--- config.mk ---
export PLATFORM = sky130hd
export DESIGN_NAME = irq_accept_arb
export DESIGN_NICKNAME = d
export VERILOG_FILES = /design/src/rtl/irq_arb_pkg.sv /design/src/rtl/irq_prio_enc.sv /design/src/rtl/irq_special_latch.sv /design/src/rtl/irq_accept_arb.sv
export SDC_FILE = /design/constraint.sdc
export NUM_CORES = 2
export LEC_CHECK = 0
export ABC_AREA = 1
export ABC_CLOCK_PERIOD_IN_PS = 14100
export BUFFER_PORTS_ARGS = -buffer_cell sky130_fd_sc_hd__buf_2
export CAP_MARGIN = 20
export CORE_MARGIN = 2
export CORE_UTILIZATION = 55
export CTS_CLUSTER_DIAMETER = 150
export DETAILED_ROUTE_END_ITERATION = 6
export PLACE_DENSITY = 0.74
export SETUP_SLACK_MARGIN = 0.05
export SKIP_LAST_GASP = 1
export SYNTH_ARGS = -nofsm -noshare
export SYNTH_HDL_FRONTEND = slang
export SYNTH_SLANG_ARGS = --single-unit
--- constraint.sdc ---
create_clock -name clk -period 14.1 [get_ports clk]
set_input_delay 1.41 -clock clk [delete_from_list [all_inputs] [get_ports clk]]
set_output_delay 1.41 -clock clk [all_outputs]
set_load 0.01 [all_outputs]
--- src/rtl/irq_arb_pkg.sv ---
package irq_arb_pkg;

    typedef enum logic [2:0] {
        DM_FIXED  = 3'd0,
        DM_LOWEST = 3'd1,
        DM_SMI    = 3'd2,
        DM_RSV3   = 3'd3,
        DM_NMI    = 3'd4,
        DM_INIT   = 3'd5,
        DM_RSV6   = 3'd6,
        DM_EXTINT = 3'd7
    } dmode_e;

    typedef enum logic [2:0] {
        CLS_NONE  = 3'd0,
        CLS_SMI   = 3'd1,
        CLS_NMI   = 3'd2,
        CLS_INIT  = 3'd3,
        CLS_EXT   = 3'd4,
        CLS_FIXED = 3'd5
    } dclass_e;

    localparam int N_SPECIAL = 4;
    localparam int SP_SMI    = 0;
    localparam int SP_NMI    = 1;
    localparam int SP_INIT   = 2;
    localparam int SP_EXT    = 3;

endpackage

--- src/rtl/irq_prio_enc.sv ---
module irq_prio_enc #(
    parameter int WIDTH = 256,
    parameter int IDX_W = 8
) (
    input  logic [WIDTH-1:0] vec,
    output logic             any,
    output logic [IDX_W-1:0] idx
);
    // Highest set bit wins; an empty input reports index 0.
    always_comb begin
        idx = '0;
        any = |vec;
        for (int i = 0; i < WIDTH; i++) begin
            if (vec[i]) idx = IDX_W'(i);
        end
    end
endmodule

--- src/rtl/irq_special_latch.sv ---
module irq_special_latch #(
    parameter int VEC_W = 8,
    parameter int N     = 4
) (
    input  logic                      clk,
    input  logic                      rst_n,
    input  logic [N-1:0]              set,
    input  logic [N-1:0]              clr,
    input  logic [VEC_W-1:0]          vec_in,
    output logic [N-1:0]              pend,
    output logic [N-1:0][VEC_W-1:0]   vec_out
);
    typedef struct packed {
        logic [N-1:0]            pend;
        logic [N-1:0][VEC_W-1:0] vec;
    } lat_st_t;

    lat_st_t st_d, st_q;

    // A set only lands on an idle latch; a busy latch drops the new request.
    always_comb begin
        st_d = st_q;
        for (int i = 0; i < N; i++) begin
            if (clr[i]) st_d.pend[i] = 1'b0;
            if (set[i] && !st_q.pend[i]) begin
                st_d.pend[i] = 1'b1;
                st_d.vec[i]  = vec_in;
            end
        end
    end

    always_ff @(posedge clk) begin
        if (!rst_n) st_q <= '0;
        else        st_q <= st_d;
    end

    assign pend    = st_q.pend;
    assign vec_out = st_q.vec;

    for (genvar g = 0; g < N; g++) begin : g_chk

        held_vec_stable_chk: assert property (@(posedge clk) disable iff (!rst_n)
            (st_q.pend[g] && !clr[g]) |=> $stable(st_q.vec[g]));
    end
endmodule

--- src/rtl/irq_accept_arb.sv ---
module irq_accept_arb
    import irq_arb_pkg::*;
#(
    parameter int VEC_W  = 8,
    parameter int PRIO_W = 4
) (
    input  logic             clk,
    input  logic             rst_n,
    input  logic             req_valid,
    input  logic [VEC_W-1:0] req_vector,
    input  logic [2:0]       req_mode,
    input  logic             req_level,
    input  logic             int_enable,
    input  logic [VEC_W-1:0] task_prio,
    input  logic             eoi,
    input  logic             ack,
    output logic             intr_pending,
    output logic             ack_valid,
    output logic [VEC_W-1:0] ack_vector,
    output logic [2:0]       ack_class,
    output logic             ack_level
);
    localparam int NV = 1 << VEC_W;

    typedef struct packed {
        logic [NV-1:0] irr;
        logic [NV-1:0] isr;
        logic [NV-1:0] tmr;
    } arr_st_t;

    arr_st_t st_d, st_q;

    logic                              irr_any, isr_any;
    logic [VEC_W-1:0]                  irrv, isrv;
    logic [N_SPECIAL-1:0]              sp_pend, sp_set, sp_clr;
    logic [N_SPECIAL-1:0][VEC_W-1:0]   sp_vec;
    logic                              fixed_ok, unmask_pend, ack_fire;
    logic [2:0]                        sel_cls;
    logic [VEC_W-1:0]                  sel_vec;
    logic                              sel_lvl;
    logic [N_SPECIAL-1:0]              sel_onehot;

    irq_prio_enc #(.WIDTH(NV), .IDX_W(VEC_W)) i_irr_enc (
        .vec(st_q.irr), .any(irr_any), .idx(irrv));

    irq_prio_enc #(.WIDTH(NV), .IDX_W(VEC_W)) i_isr_enc (
        .vec(st_q.isr), .any(isr_any), .idx(isrv));

    irq_special_latch #(.VEC_W(VEC_W), .N(N_SPECIAL)) i_latch (
        .clk(clk), .rst_n(rst_n), .set(sp_set), .clr(sp_clr),
        .vec_in(req_vector), .pend(sp_pend), .vec_out(sp_vec));

    // Presentation and selection
    always_comb begin
        fixed_ok    = irr_any && (irrv > isrv) &&
                      (irrv[VEC_W-1 -: PRIO_W] > task_prio[VEC_W-1 -: PRIO_W]);
        unmask_pend = sp_pend[SP_SMI] | sp_pend[SP_NMI] | sp_pend[SP_INIT];
        intr_pending = unmask_pend | (int_enable & (sp_pend[SP_EXT] | fixed_ok));

        sel_onehot = '0;
        sel_lvl    = 1'b0;
        if (sp_pend[SP_SMI]) begin
            sel_cls = CLS_SMI;   sel_vec = sp_vec[SP_SMI];  sel_onehot[SP_SMI] = 1'b1;
        end else if (sp_pend[SP_NMI]) begin
            sel_cls = CLS_NMI;   sel_vec = sp_vec[SP_NMI];  sel_onehot[SP_NMI] = 1'b1;
        end else if (sp_pend[SP_INIT]) begin
            sel_cls = CLS_INIT;  sel_vec = sp_vec[SP_INIT]; sel_onehot[SP_INIT] = 1'b1;
        end else if (sp_pend[SP_EXT]) begin
            sel_cls = CLS_EXT;   sel_vec = sp_vec[SP_EXT];  sel_onehot[SP_EXT] = 1'b1;
        end else begin
            sel_cls = CLS_FIXED; sel_vec = irrv;            sel_lvl = st_q.tmr[irrv];
        end

        ack_fire   = ack & intr_pending;
        ack_valid  = ack_fire;
        ack_class  = ack_fire ? sel_cls : 3'(CLS_NONE);
        ack_vector = ack_fire ? sel_vec : '0;
        ack_level  = ack_fire & sel_lvl;
        sp_clr     = ack_fire ? sel_onehot : '0;

        sp_set[SP_SMI]  = req_valid && (req_mode == DM_SMI);
        sp_set[SP_NMI]  = req_valid && (req_mode == DM_NMI);
        sp_set[SP_INIT] = req_valid && (req_mode == DM_INIT);
        sp_set[SP_EXT]  = req_valid && (req_mode == DM_EXTINT);
    end

    // Array next state
    always_comb begin
        st_d = st_q;
        if (ack_fire && sel_cls == CLS_FIXED) begin
            st_d.irr[irrv] = 1'b0;
            st_d.isr[irrv] = 1'b1;
        end
        if (eoi && isr_any) st_d.isr[isrv] = 1'b0;
        if (req_valid && (req_mode == DM_FIXED || req_mode == DM_LOWEST) &&
            !st_q.irr[req_vector]) begin
            st_d.irr[req_vector] = 1'b1;
            st_d.tmr[req_vector] = req_level;
        end
    end

    always_ff @(posedge clk) begin
        if (!rst_n) st_q <= '0;
        else        st_q <= st_d;
    end


    fixed_to_isr_chk: assert property (@(posedge clk) disable iff (!rst_n)
        (ack_valid && ack_class == CLS_FIXED) |=>
            (st_q.isr[$past(ack_vector)] && !st_q.irr[$past(ack_vector)]));


    eoi_retire_chk: assert property (@(posedge clk) disable iff (!rst_n)
        (eoi && isr_any) |=> !st_q.isr[$past(isrv)]);


    idle_ack_chk: assert property (@(posedge clk) disable iff (!rst_n)
        (ack && !intr_pending && !eoi) |=> $stable(st_q.isr));


    smi_first_chk: assert property (@(posedge clk) disable iff (!rst_n)
        (ack_valid && sp_pend[SP_SMI]) |-> (ack_class == CLS_SMI));


    fixed_tpr_chk: assert property (@(posedge clk) disable iff (!rst_n)
        (ack_valid && ack_class == CLS_FIXED) |->
            (ack_vector[VEC_W-1 -: PRIO_W] > task_prio[VEC_W-1 -: PRIO_W]));


    unmask_present_chk: assert property (@(posedge clk) disable iff (!rst_n)
        (sp_pend[SP_NMI] && !int_enable) |-> intr_pending);
endmodule

* Word-level counts from Yosys, hierarchy flattened *
Cells that the tools add are included.

operators by class
  $lt $le $gt $ge = 8
  mux-type cells = 554
  equal/unequal tests = 6
  reductions and logical operators = 30
  bitwise gates (word level) = 13

operators with widths
  kind                                                                          count
  8-bit 2-to-1 mux                                                              261
  7-bit 2-to-1 mux                                                              128
  256-bit AND                                                                   2
  256-bit 2-to-1 mux                                                            2
  512-bit 2-to-1 mux                                                            1
  256-bit NOT                                                                   2
  256-bit bitwise OR                                                            2
  256-bit OR reduction                                                          2
  6-bit 2-to-1 mux                                                              64
  256-bit bitwise mux                                                           1
  5-bit 2-to-1 mux                                                              32
  4-bit 2-to-1 mux                                                              17
  3-bit 2-to-1 mux                                                              13
  8-bit by 9-bit less-than comparator with 1-bit output, second input constant  3
  1-bit 2-to-1 mux                                                              25
  1-bit demux with 8-bit select                                                 3
  8-bit by 1-bit >= comparator with 1-bit output, second input constant         3
  1-bit logical AND                                                             17
  1-bit binary-select mux with 8-bit select                                     2
  3-bit == test, second input constant                                          4
  2-bit 2-to-1 mux                                                              5
  8-bit greater-than comparator                                                 1
  2-bit nonzero test                                                            4
  1-bit logical NOT                                                             5
  other kinds (7)                                                               12

word-level totals
  logic and storage cells = 622
  input bits = 26
  output and inout port bits = 14
  register bits = 804

* Logic depth before layout (Yosys ltp) *
  depth after elaboration = 266
  mapped depth = 275
  mapped depth without buffers = 274

* Modules after synthesis *
A second synthesis with hierarchy kept.

second synthesis, totals
  cells, all modules = 8012
  area, all modules = 47053.9 µm²

modules (own cells, without submodules)
  module             area each (µm²)  cells an instance  sequential area each (µm²)  instances
  irq_accept_arb     36978.0          5823               15374.7                     1
  irq_prio_enc       4305.4           990                0.0                         2
  irq_special_latch  1465.2           209                720.7                       1

* Worst setup path after synthesis *
Ideal clock, no wire load.

  path kind = flip-flop to output port
  start = register st_q[259] (netlist name)
  end = output ack_level
  required time = 12.690 ns
  path buffers = 0
  stages on the path, launching flop included = 269
  arrival time = 13.315 ns
  setup slack = -0.625 ns
  cell sequence = dfxtp_1 -> inv_1 -> o21ai_0 -> a21oi_1 -> nor2_1 -> nor2_1 -> nor2_1 -> nor2_1 -> nor2_1 -> nor2_1 -> nor2_1 -> nor2_1 -> nor2_1 -> nor2_1 -> nor2_1 -> nor2_1 -> nor2_1 -> nor2_1 -> [233 not listed] -> nand2_1 -> nand2_1 -> ha_1 -> o21bai_1 -> a221oi_1 -> o221ai_1 -> o2111ai_1 -> nand2_1 -> nand2_1 -> nand3_1 -> nand2_1 -> nor2_1 -> nand2_1 -> nor2_1 -> inv_1 -> a21oi_1 -> nand3_1 -> nor2_1

between the ends
  word-level cells in the longest chain between the ends = 261

RTL lines
  item                             RTL line               source
  start: declaration               irq_accept_arb.sv:31   arr_st_t st_d, st_q;
  start signal: assignment         irq_accept_arb.sv:104  else st_q <= st_d;
  2-bit 2-to-1 mux                 irq_prio_enc.sv:14     if (vec[i]) idx = IDX_W'(i);
  3-bit 2-to-1 mux (4 in a row)    irq_prio_enc.sv:14
  4-bit 2-to-1 mux (8 in a row)    irq_prio_enc.sv:14
  5-bit 2-to-1 mux (16 in a row)   irq_prio_enc.sv:14
  6-bit 2-to-1 mux (32 in a row)   irq_prio_enc.sv:14
  7-bit 2-to-1 mux (64 in a row)   irq_prio_enc.sv:14
  8-bit 2-to-1 mux (128 in a row)  irq_prio_enc.sv:14
  8-bit greater-than comparator    irq_accept_arb.sv:55   fixed_ok = irr_any && (irrv > isrv) &&
  1-bit logical AND (2 in a row)   irq_accept_arb.sv:55
  1-bit bitwise OR                 irq_accept_arb.sv:58   intr_pending = unmask_pend | (int_enable & (sp_pend[SP_EXT] | fixed_ok));
  1-bit AND                        irq_accept_arb.sv:58
  1-bit bitwise OR                 irq_accept_arb.sv:58
  named net intr_pending           irq_accept_arb.sv:17   output logic intr_pending,
  1-bit AND                        irq_accept_arb.sv:74   ack_fire = ack & intr_pending;
  1-bit AND                        irq_accept_arb.sv:78   ack_level = ack_fire & sel_lvl;
  end: declaration                 irq_accept_arb.sv:21   output logic ack_level

The timed path passes the listed nets, and every way through them passes these cells.

* Worst setup path after layout *
  start = register st_q[257] (netlist name)
  end = output ack_vector[4]

between the ends
  word-level cells in the longest chain between the ends = 263

RTL lines
  item                             RTL line              source
  1-bit 2-to-1 mux                 irq_prio_enc.sv:14
  2-bit 2-to-1 mux (2 in a row)    irq_prio_enc.sv:14
  3-bit 2-to-1 mux (4 in a row)    irq_prio_enc.sv:14
  4-bit 2-to-1 mux (8 in a row)    irq_prio_enc.sv:14
  5-bit 2-to-1 mux (16 in a row)   irq_prio_enc.sv:14
  6-bit 2-to-1 mux (32 in a row)   irq_prio_enc.sv:14
  7-bit 2-to-1 mux (64 in a row)   irq_prio_enc.sv:14
  8-bit 2-to-1 mux (128 in a row)  irq_prio_enc.sv:14
  8-bit greater-than comparator    irq_accept_arb.sv:55
  1-bit logical AND (2 in a row)   irq_accept_arb.sv:55
  1-bit bitwise OR                 irq_accept_arb.sv:58
  1-bit AND                        irq_accept_arb.sv:58
  1-bit bitwise OR                 irq_accept_arb.sv:58
  1-bit AND                        irq_accept_arb.sv:74
  8-bit 2-to-1 mux                 irq_accept_arb.sv:77  ack_vector = ack_fire ? sel_vec : '0;
  end: declaration                 irq_accept_arb.sv:19  output logic [VEC_W-1:0] ack_vector,

Every way passes these cells.

==> impl_metrics.csv <==
group,metric,value,unit
run_status,status,"finished with violations",
run_status,violations,"setup timing",
drt,routedWlPerCell,24.3,µm
final_layout,fin_util,67.4,%
synthesis,synth_flop_cell,"dfxtp_1",
clock_tree,cts_buffer_depth,3,
synthesis,synth_fp_nets,6405,
die,die-area,77100,µm²
timing,fin_crit,17.78,ns
setup_path,critPathCaptureType,"primary output",
global_route,grt_usage,47.1,%
die,io_pins,40,
setup_path,rr_endpoint,"st_q[502]",
clock_tree,clk_latency,0.67,ns
final_layout,fillers,6559,
synthesis,synth-seq-cells,804,
synthesis,synth.top_cell.area_share,39.1,%
drt,drt_iter0_markers,7247,
synthesis,ys_warn_count,0,
global_route,grt_overflow,0,
placed_design,portBuffers,35,
timing,finClkSkew,0.0353,ns
drt,dr_total_vias,47800,
drt,firstDrtPassIters,7,
setup_path,cp_slowest_cell,"dfxtp_2",
min_path,hold_path_end,"st_q[246]",
global_route,grt_pass1_wl,274,mm
pwr,powerDensity,105,nW/µm²
synthesis,yosys.cell_types.count,44,
final_layout,drive_above_1_share,13.7,%
drt,final_antenna_net_count,0,
min_path,holdPathStages,2,
die,fp.dieH,278,µm
clock_tree,cts_buffers,88,
placed_design,dp_hpwl,124,mm
timing,rsz0062_at_grt,"true",
final_layout,fin_nets,6712,
synthesis,synth_most_common_cell,"nand2_1",
timing,final.period_utilization,126,%
timing,setup_violations,530,
synthesis,synth.top_cells.by_area,"dfxtp_1 39%, nand2_1 14%, a21oi_1 8.9%, inv_1 8.2%, o21ai_0 5.9%",
die,fp.dieW,278,µm
placed_design,placedCellCount,7477,
synthesis,ys_top_cells_by_count,"1572 x nand2_1, 897 x inv_1, 804 x dfxtp_1",
setup_path,arrival,16.37,ns
synthesis,syn_area_per_cell,6.47,µm²
global_route,grt_max_degree,186,
setup_path,r2r.worst_path.cells,275,
timing,hold_viol,0,
placed_design,dp_slack,-2.55,ns
synthesis,yosysSeqAreaShare,39.1,%
global_route,grt_pass1_vias,43600,
synthesis,yosysTopAreaCell,"dfxtp_1",
clock_tree,htreeDepth,3,
die,rows,100,
clock_tree,clkTransAtPathRegs,0.06,ns
synthesis,synth_edf_count,0,
flow_run,max_cap_violations,0,
drt,wl,188,mm
synthesis,async_reset_ff_share,0,%
final_layout,area_growth,21.6,%
die,start_util,55.4,%
drt,drc,0,
placed_design,gp_congestion,1.05,
clock_tree,clk_root_buffer_cell,"clkbuf_16",
setup_path,r2r_slack,-2.77,ns
setup_path,cp_common_cell,"nand2_1",
pwr,ir_worst_vdd,0.100,mV
min_path,hold_path.class,"reg2reg",
final_layout,fin_cells,7712,
setup_path,cp_data_required_time,12.69,ns
setup_path,worstPathMaxFanout,7,
timing,max_freq,56.3,MHz
clock_tree,cts_tree,"done",
timing,max_slew_margin,14.7,%
setup_path,max_stage_delay,0.32,ns
timing,slew_violations,0,
clock_tree,clock_sinks,804,
synthesis,syn-instance-count,6367,
pwr,p_leak,20.6,nW
timing,tightest_slew,1.27,ns
drt,viasPerCell,6.19,
setup_path,cp-start-kind,"flop",
global_route,antenna_found_initial,6,
die,core_region_area,74300,µm²
timing,setup_ws,-3.68,ns
setup_path,reg2reg_from,"st_q[257]",
setup_path,crit_type,"reg2out",
min_path,hold_path.startpoint,"st_q[246]",
timing,final.setup.tns,-1251.33,ns
pwr,power,5.28,mW
synthesis,syn-cell-area,41200,µm²
## how the worst max path moves through the flow
stage                         start            end  depth (start not counted)
after floorplan           st_q[257]      ack_level                        268
after global placement    st_q[257]      ack_level                        269
after detailed placement  st_q[257]      ack_level                        269
after CTS                 st_q[257]      ack_level                        269
after global routing      st_q[257]      ack_level                        269
final                     st_q[257]  ack_vector[4]                        266
## layer usage
| layer | vias up | wire (µm) | track usage [%] |
|---|---|---|---|
| li1 | 21500 | - | - |
| met1 | 21900 | 69600 | 60.8 |
| met2 | 3469 | 75600 | 67.0 |
| met3 | 873 | 28000 | 15.5 |
| met4 | 8 | 14400 | 30.7 |
| met5 | - | 61 | 0 |
## report_power, final
group / switching (mW) / total [mW] / internal (mW)
clock network: 1.02 / 2.44 / 1.43
registers: 0.00351 / 2.28 / 2.28
logic: 0.411 / 0.560 / 0.149
total: 1.43 / 5.28 / 3.85
## cells in the final DEF, fill, tap and decap left out, types with 9 or more instances in the layout
cell type and instances:
a211oi_1 107, a211oi_2 33, a21oi_1 723, a221oi_1 71
a221oi_2 25, a22oi_1 13, a31oi_1 15, buf_12 51
buf_2 33, buf_4 422, buf_6 37, bufinv_16 10
clkbuf_1 13, clkbuf_16 90, clkbuf_8 20, clkinv_2 15
clkinvlp_4 12, dfxtp_1 801, ha_1 11, inv_1 882
inv_2 18, nand2_1 1551, nand2_2 15, nand2_4 9
nand3_1 243, nand3_2 10, nand3b_1 47, nand4_1 63
nor2_1 560, nor2_2 12, nor2_4 25, nor3_1 18
nor4_1 12, o21ai_0 456, o21ai_1 59, o21ai_2 26
o221ai_1 15, o22ai_1 111
## repair_timing
| action | in CTS | in global routing |
|---|---|---|
| pin swaps | 52 | 15 |
| endpoints found under the setup margin | 530 | 530 |
| buffers inserted | 81 | 12 |
| gates cloned | 2 | 3 |
| hold endpoints to repair | 0 | 0 |
| hold buffers | 0 | 0 |
| gates resized for setup | 157 | 102 |
## cell type report
| cell class | instances | area (µm²) | area share (%) |
|---|---|---|---|
| antenna | 6 | 15.0 | 0.0300 |
| sequential | 804 | 16100 | 32.1 |
| inverter | 915 | 3470 | 6.93 |
| tap | 969 | 1210 | 2.42 |
| timing repair buffer | 553 | 4950 | 9.87 |
| clock buffer | 119 | 2510 | 5.01 |
| multi-input combinational | 4312 | 21400 | 42.7 |
| clock inverter | 34 | 468 | 0.934 |
## critical path: cells and delay by family (launching register included)
kind	cells	cell delay, ns
AO/OA/AOI/OAI	8	1.22
buffers and inverters	5	0.64
AND/OR/NAND/NOR	252	13.27
adder cells (fa/ha/maj)	1	0.19
flip-flops	1	0.32
## state kept, by name, indices dropped and copies added, names as in the netlist
register	cells
st_q	768
i_latch.pend	4
i_latch.vec_out	32
## logic make-up after synthesis
logic type	share of synthesized area, %
adder cells (fa/ha/maj)	0.364
AO/OA/AOI/OAI	23.3
AND/OR/NAND/NOR	25.7
buffers and inverters	11.6
flip-flops	39.1
## metrics by stage
stage               hold slack, ns  area [µm²]
finish                       0.448       50100
global route                 0.464       50100
CTS                          0.442       49600
detailed placement           0.433       45400
global placement             0.431       45400
floorplan                    0.420       41200
Note: power is estimated with default switching activity, not from simulation.
